--- config.mk ---
export PLATFORM = sky130hd
export DESIGN_NAME = split_top
export DESIGN_NICKNAME = d
export VERILOG_FILES = /design/src/rtl/split_pkg.sv /design/src/rtl/split_plan.sv /design/src/rtl/split_lanes.sv /design/src/rtl/split_top.sv
export SDC_FILE = /design/constraint.sdc
export NUM_CORES = 1
export LEC_CHECK = 0
export ABC_AREA = 1
export BUFFER_PORTS_ARGS = -buffer_cell sky130_fd_sc_hd__buf_2
export CELL_PAD_IN_SITES_DETAIL_PLACEMENT = 1
export CELL_PAD_IN_SITES_GLOBAL_PLACEMENT = 2
export CORE_UTILIZATION = 29
export DETAILED_ROUTE_END_ITERATION = 10
export GPL_TIMING_DRIVEN = 0
export PLACE_DENSITY = 0.92
export SLEW_MARGIN = 20
export SYNTH_ARGS = -nofsm -noshare
export SYNTH_HDL_FRONTEND = slang
export SYNTH_SLANG_ARGS = --single-unit
--- constraint.sdc ---
create_clock -name clk -period 4.45 [get_ports clk]
set_input_delay 0.89 -clock clk [delete_from_list [all_inputs] [get_ports clk]]
set_output_delay 0.89 -clock clk [all_outputs]
set_load 0.05 [all_outputs]
--- src/rtl/split_pkg.sv ---
package split_pkg;
    localparam int DATA_W = 32;
    localparam int LANE_N = DATA_W / 8;
    localparam int OFF_W  = $clog2(LANE_N);

    typedef enum logic [1:0] {
        SZ_BYTE = 2'd0,
        SZ_WORD = 2'd1,
        SZ_LONG = 2'd2
    } opsize_e;

    typedef enum logic {
        ST_IDLE,
        ST_BUSY
    } st_e;

    // one bus transfer: line select, lane offset, byte count, operand cursor
    typedef struct packed {
        logic             nxt;
        logic [OFF_W-1:0] off;
        logic [2:0]       len;
        logic [2:0]       cur;
    } xfer_t;

    function automatic xfer_t mk_xfer(logic nxt, logic [OFF_W-1:0] off,
                                      logic [2:0] len, logic [2:0] cur);
        xfer_t t;
        t.nxt = nxt;
        t.off = off;
        t.len = len;
        t.cur = cur;
        return t;
    endfunction
endpackage

--- src/rtl/split_plan.sv ---
module split_plan
    import split_pkg::*;
(
    input  opsize_e          size,
    input  logic [OFF_W-1:0] off,
    input  logic [1:0]       step,
    output xfer_t            xf,
    output logic             last,
    output logic [2:0]       nbytes
);
    xfer_t      t0, t1, t2;
    logic [1:0] cnt;

    always_comb begin
        t0  = mk_xfer(1'b0, off, 3'd1, 3'd0);
        t1  = t0;
        t2  = t0;
        cnt = 2'd1;
        unique case (size)
            SZ_WORD: begin
                if (off == 2'd3) begin
                    cnt = 2'd2;
                    t0  = mk_xfer(1'b0, 2'd3, 3'd1, 3'd0);
                    t1  = mk_xfer(1'b1, 2'd0, 3'd1, 3'd1);
                end else begin
                    t0  = mk_xfer(1'b0, off, 3'd2, 3'd0);
                end
            end
            SZ_LONG: begin
                unique case (off)
                    2'd0: t0 = mk_xfer(1'b0, 2'd0, 3'd4, 3'd0);
                    2'd1: begin
                        cnt = 2'd3;
                        t0  = mk_xfer(1'b0, 2'd1, 3'd1, 3'd0);
                        t1  = mk_xfer(1'b0, 2'd2, 3'd2, 3'd1);
                        t2  = mk_xfer(1'b1, 2'd0, 3'd1, 3'd3);
                    end
                    2'd2: begin
                        cnt = 2'd2;
                        t0  = mk_xfer(1'b0, 2'd2, 3'd2, 3'd0);
                        t1  = mk_xfer(1'b1, 2'd0, 3'd2, 3'd2);
                    end
                    default: begin
                        cnt = 2'd3;
                        t0  = mk_xfer(1'b0, 2'd3, 3'd1, 3'd0);
                        t1  = mk_xfer(1'b1, 2'd0, 3'd2, 3'd1);
                        t2  = mk_xfer(1'b1, 2'd2, 3'd1, 3'd3);
                    end
                endcase
            end
            default: ;
        endcase
    end

    always_comb begin
        unique case (step)
            2'd1:    xf = t1;
            2'd2:    xf = t2;
            default: xf = t0;
        endcase
        last   = (step == cnt - 2'd1);
        nbytes = (size == SZ_LONG) ? 3'd4 : (size == SZ_WORD) ? 3'd2 : 3'd1;
    end
endmodule

--- src/rtl/split_lanes.sv ---
module split_lanes
    import split_pkg::*;
(
    input  xfer_t             xf,
    input  logic [2:0]        nbytes,
    input  logic [DATA_W-1:0] wdata,
    input  logic [DATA_W-1:0] acc_in,
    input  logic [DATA_W-1:0] bus_rdata,
    output logic [LANE_N-1:0] be,
    output logic [DATA_W-1:0] lanes_out,
    output logic [DATA_W-1:0] acc_out
);
    logic [LANE_N-1:0] hit;
    logic [1:0]        pos [LANE_N];

    // per lane: covered by this transfer, and operand byte position it maps to
    for (genvar l = 0; l < LANE_N; l++) begin : g_lane
        assign hit[l] = ({1'b0, xf.off} <= 3'(l)) && (3'(l) < {1'b0, xf.off} + xf.len);
        assign pos[l] = 2'(nbytes - 3'd1 - (xf.cur + 3'(l) - {1'b0, xf.off}));
    end

    always_comb begin
        be        = hit;
        lanes_out = '0;
        acc_out   = acc_in;
        for (int l = 0; l < LANE_N; l++) begin
            if (hit[l]) begin
                lanes_out[8*(LANE_N-1-l) +: 8] = wdata[8*pos[l] +: 8];
                acc_out[8*pos[l] +: 8]         = bus_rdata[8*(LANE_N-1-l) +: 8];
            end
        end
    end
endmodule

--- src/rtl/split_top.sv ---
module split_top
    import split_pkg::*;
#(
    parameter int AW = 32
) (
    input  logic              clk,
    input  logic              rst_n,
    input  logic              req_valid,
    output logic              req_ready,
    input  logic [AW-1:0]     req_addr,
    input  logic [1:0]        req_size,
    input  logic              req_write,
    input  logic              req_fetch,
    input  logic [DATA_W-1:0] req_wdata,
    output logic              bus_req,
    output logic [AW-1:0]     bus_addr,
    output logic [1:0]        bus_size,
    output logic              bus_we,
    output logic [LANE_N-1:0] bus_be,
    output logic [DATA_W-1:0] bus_wdata,
    input  logic              bus_ack,
    input  logic [DATA_W-1:0] bus_rdata,
    input  logic              bus_abort,
    output logic              done,
    output logic [DATA_W-1:0] rdata,
    output logic              addr_err,
    output logic              aborted
);
    localparam int LW = AW - OFF_W;

    typedef struct packed {
        st_e               st;
        opsize_e           size;
        logic              we;
        logic [LW-1:0]     line;
        logic [OFF_W-1:0]  off;
        logic [1:0]        step;
        logic [DATA_W-1:0] wdata;
        logic [DATA_W-1:0] acc;
        logic              done;
        logic              err;
        logic              abrt;
    } regs_t;

    regs_t             q, d;
    xfer_t             xf;
    logic              last;
    logic [2:0]        nbytes;
    logic [LANE_N-1:0] be;
    logic [DATA_W-1:0] lanes, acc_nx;

    split_plan u_plan (
        .size   (q.size),
        .off    (q.off),
        .step   (q.step),
        .xf     (xf),
        .last   (last),
        .nbytes (nbytes)
    );

    split_lanes u_lanes (
        .xf        (xf),
        .nbytes    (nbytes),
        .wdata     (q.wdata),
        .acc_in    (q.acc),
        .bus_rdata (bus_rdata),
        .be        (be),
        .lanes_out (lanes),
        .acc_out   (acc_nx)
    );

    always_comb begin
        d      = q;
        d.done = 1'b0;
        d.err  = 1'b0;
        d.abrt = 1'b0;
        unique case (q.st)
            ST_IDLE: begin
                if (req_valid) begin
                    if (req_fetch && req_addr[0]) begin
                        d.err = 1'b1;
                    end else begin
                        d.st    = ST_BUSY;
                        d.size  = opsize_e'(req_size);
                        d.we    = req_write;
                        d.line  = req_addr[AW-1:OFF_W];
                        d.off   = req_addr[OFF_W-1:0];
                        d.step  = 2'd0;
                        d.wdata = req_wdata;
                        d.acc   = '0;
                    end
                end
            end
            default: begin
                if (bus_abort) begin
                    d.st   = ST_IDLE;
                    d.abrt = 1'b1;
                end else if (bus_ack) begin
                    if (!q.we) d.acc = acc_nx;
                    if (last) begin
                        d.st   = ST_IDLE;
                        d.done = 1'b1;
                    end else begin
                        d.step = q.step + 2'd1;
                    end
                end
            end
        endcase
    end

    always_ff @(posedge clk or negedge rst_n) begin
        if (!rst_n) begin
            q <= '{st: ST_IDLE, size: SZ_BYTE, default: '0};
        end else begin
            q <= d;
        end
    end

    always_comb begin
        req_ready = (q.st == ST_IDLE);
        bus_req   = (q.st == ST_BUSY);
        bus_addr  = {q.line + LW'(xf.nxt), xf.off};
        bus_size  = (xf.len == 3'd4) ? 2'd2 : (xf.len == 3'd2) ? 2'd1 : 2'd0;
        bus_we    = bus_req && q.we;
        bus_be    = bus_req ? be : '0;
        bus_wdata = (bus_req && q.we) ? lanes : '0;
        done      = q.done;
        rdata     = q.acc;
        addr_err  = q.err;
        aborted   = q.abrt;
    end
endmodule

==> metrics.md <==
| Metric | Value |
|---|---|
| Crit path max fanout | 8 |
| Flip-flop and latch count after synthesis | 105 |
| Routed WL | 39.1 mm |
| Register area | 2630 um2 |
| Grt ovf | 0 |
| Inserted Clock Buffers | 9 |
| Largest net degree at the start of global routing | 61 |
| Failing checks | negative setup slack |
| Total Die Area | 31100 um2 |
| Most common cell after layout, fill and taps aside | nand2_1 |
| Status | complete, but fails checks |
| Final Skew | 0.0116 ns |
| 1st-iter DRT viols | 653 |
| Period utilisation layout | 1.01 |
| Largest stage delay, worst path | 0.52 ns |
| Worst-path clk slew | 0.09 ns |
| Max Root-Sink Buffers | 2 |
| Slowest cell on the critical path | fa_2 |
| Startpoint class of the critical path | register |
| Root buffer selected by CTS | clkbuf_16 |
| # setup viols final | 4 |
| DR vias/cell | 5.08 |
| Die width | 176 um |
| Fin worst setup slack | -0.0568 ns |
| Vias in the first global route | 10300 |
| Buffers on Ports | ~210 |
| TritonCTS Sinks | approximately 110 |
| Tmin final | between 4 and 5 ns |
| Via count | roughly 10000 |
| Wire per inst | 19.8 um |
| Synth top area cells | dfrtp_1 30%, nand2_1 12%, nor2_1 8.8% |
| Most frequent cells in the layout | 278 x nand2_1, 194 x nor2_1, 171 x buf_2, 109 x inv_1, 105 x dfrtp_1 |
| Post-Syn Instances | 1309 |
| Filler cells | about 3800 |
| Die Height | 176 um |
| Syn Nets | roughly 1400 |
| Area delta synth->final | 40.0% |
| First-pass GRT wire length | 59.1 mm |
| GRT Resource Usage Total | 0.249 |
| WP data required | 3.56 ns |
| Endpoints failing hold | 0 |
| WP data arrival | 3.62 ns |
| Min Hold Slack | 0.451 ns |
| Syn Area/Cell | 6.74 um2 |
| Critical path class | reg2out |
| Max-cap violation count | 0 |
| Hold Path Class | in2async |
| Crit. End Element | primary output |
| Yosys top cell by area | dfrtp_1 |
| Cell Area, Synth | 8820 um2 |
| Htree depth | 3 |
| Initial antenna violation count | 1 |
| Top-area cell type share of the netlist area | 0.298 |
| CTS tree | yes |
| CP Depth | 15 |
| Synth warnings | 0 |
| Later-pin clock latency in the skew report | around 0.37 ns |
| Seq/Total Area, Yosys | 0.298 |
| RSZ-0062 raised after global routing | true |
| TritonRoute pass-1 iters | 5 |
| Post-synth cell types | 45 |
| Multi-input logic area | 6020 um2 |
| Maximum operating frequency | 222 MHz |
| Final nets | 1714 |
| DR DRC count | 0 |
| Buf+Inv Stages, Crit Path | 4 |
| Worst slew margin | 0.429 |
| Core area | slightly below 30000 um2 |
| Crit path cell chain | inv_2 > ha_4 > buf_6 > o21ai_2 > nand2_2 > nor2_4 > nand2_4 > buf_12 > fa_2 > o21ai_4 > o21ai_4 > nor2_4 > nand2_8 > nor3_4 > buf_6 |
| Core Rows | 63 |
| Worst reg-to-reg setup slack | 0.25 ns |
| Io pins | 213 |
| Slew @ Worst Pin | 0.857 ns |
| Slew Viols, Final | 0 |
| Register-to-Register Path Depth | 24 |
| Top delay family on crit path | simple AND/OR/NAND/NOR gates |
| Layout cell share with drive strength beyond 1 | 0.349 |
| Starting density of the core | 0.296 |
| Placer Congestion | ~1 |
| Post-DP HPWL | 29.7 mm |
| Antenna-violating nets left | 0 |
-- per-layer routing --
| layer | share of wire | up-vias | global-route usage |
|---|---|---|---|
| li1 | - | 4728 | - |
| met5 | 0 | - | 0 |
| met3 | 0.075 | 64 | 0.0525 |
| met2 | 0.47 | 365 | 0.412 |
| met1 | 0.42 | 4885 | 0.323 |
| met4 | 0.028 | 0 | 0.0751 |
-- flip-flops by register name, indices dropped and copies added, names as in the netlist --
signal    cells
aborted       1
addr_err      1
bus_req       1
done          1
q            69
rdata        32
-- cell families after synthesis --
logic type | share of synthesized area
compound gates | 0.0936
xor+xnor | 0.0308
fa+ha+maj | 0.0414
buf+inv | 0.115
flops | 0.298
mux | 0.0485
simple gates | 0.373
-- cell usage after synthesis (all sizes together) --
cell / count
fa: 2
a21oi: 58
o211ai: 1
inv: 128
xnor2: 11
nand3: 110
nor4: 2
a31oi: 1
dfrtp: 105
mux2: 38
o31ai: 1
nand4: 27
and3: 1
or2: 1
o21ai: 89
a32oi: 1
nand2: 307
clkbuf: 37
o21bai: 5
ha: 26
clkinv: 5
nor3: 51
nor2: 229
buf: 51
o21a: 1
xor2: 20
nor3b: 1
-- metrics by stage --
step / utilization / std cells / worst slack [ns] / setup TNS, ns / cell area (um2)
6_report: 0.415 / 1977 / -0.0568 / -0.0755 / 12400
2_1_floorplan: - / 1309 / 0.00841 / 0 / 9260
3_5_place_dp: 0.364 / 1912 / -1.02 / -46.67 / 10800
4_1_cts: 0.396 / 1948 / -0.0102 / -0.0102 / 11800
5_1_grt: 0.415 / 1976 / -0.166 / -2.36 / 12400
3_3_place_gp: 0.363 / 1911 / -0.944 / -40.54 / 10800
-- worst paths after layout --
check                                 startpoint                    end
setup / recovery              q[102]$_DFFE_PN0P_          bus_wdata[11]
hold / removal                             rst_n      q[73]$_DFFE_PN0P_
setup reg to reg               q[67]$_DFFE_PN0P_   rdata[8]$_DFFE_PN0P_
hold reg to reg            rdata[22]$_DFFE_PN0P_  rdata[22]$_DFFE_PN0P_
max in group asynchronous                  rst_n  rdata[30]$_DFFE_PN0P_
min in group clk           rdata[22]$_DFFE_PN0P_  rdata[22]$_DFFE_PN0P_
-- repair_timing --
| action | CTS | global route |
|---|---|---|
| hold buffers | 0 | 0 |
| gates cloned | 0 | 1 |
| pin swaps | 26 | 36 |
| setup buffers | 21 | 31 |
| resized for setup | 153 | 90 |
| endpoints found under the setup margin | 81 | 66 |
-- area by class of cell --
cell class / instances / share of cell area
diodes: 1 / 0.000203
repair buffers: 266 / 0.143
clock inverters: 7 / 0.00719
well taps: 390 / 0.0395
clock buffers: 9 / 0.0182
plain buffers: 83 / 0.0492
multi-input cells: 983 / 0.487
inverters: 133 / 0.0430
flip-flops and latches: 105 / 0.213
Power is left out: the tool's default activity adds up to more than one toggle a clock period on the data nets, which glitch-free logic cannot reach.
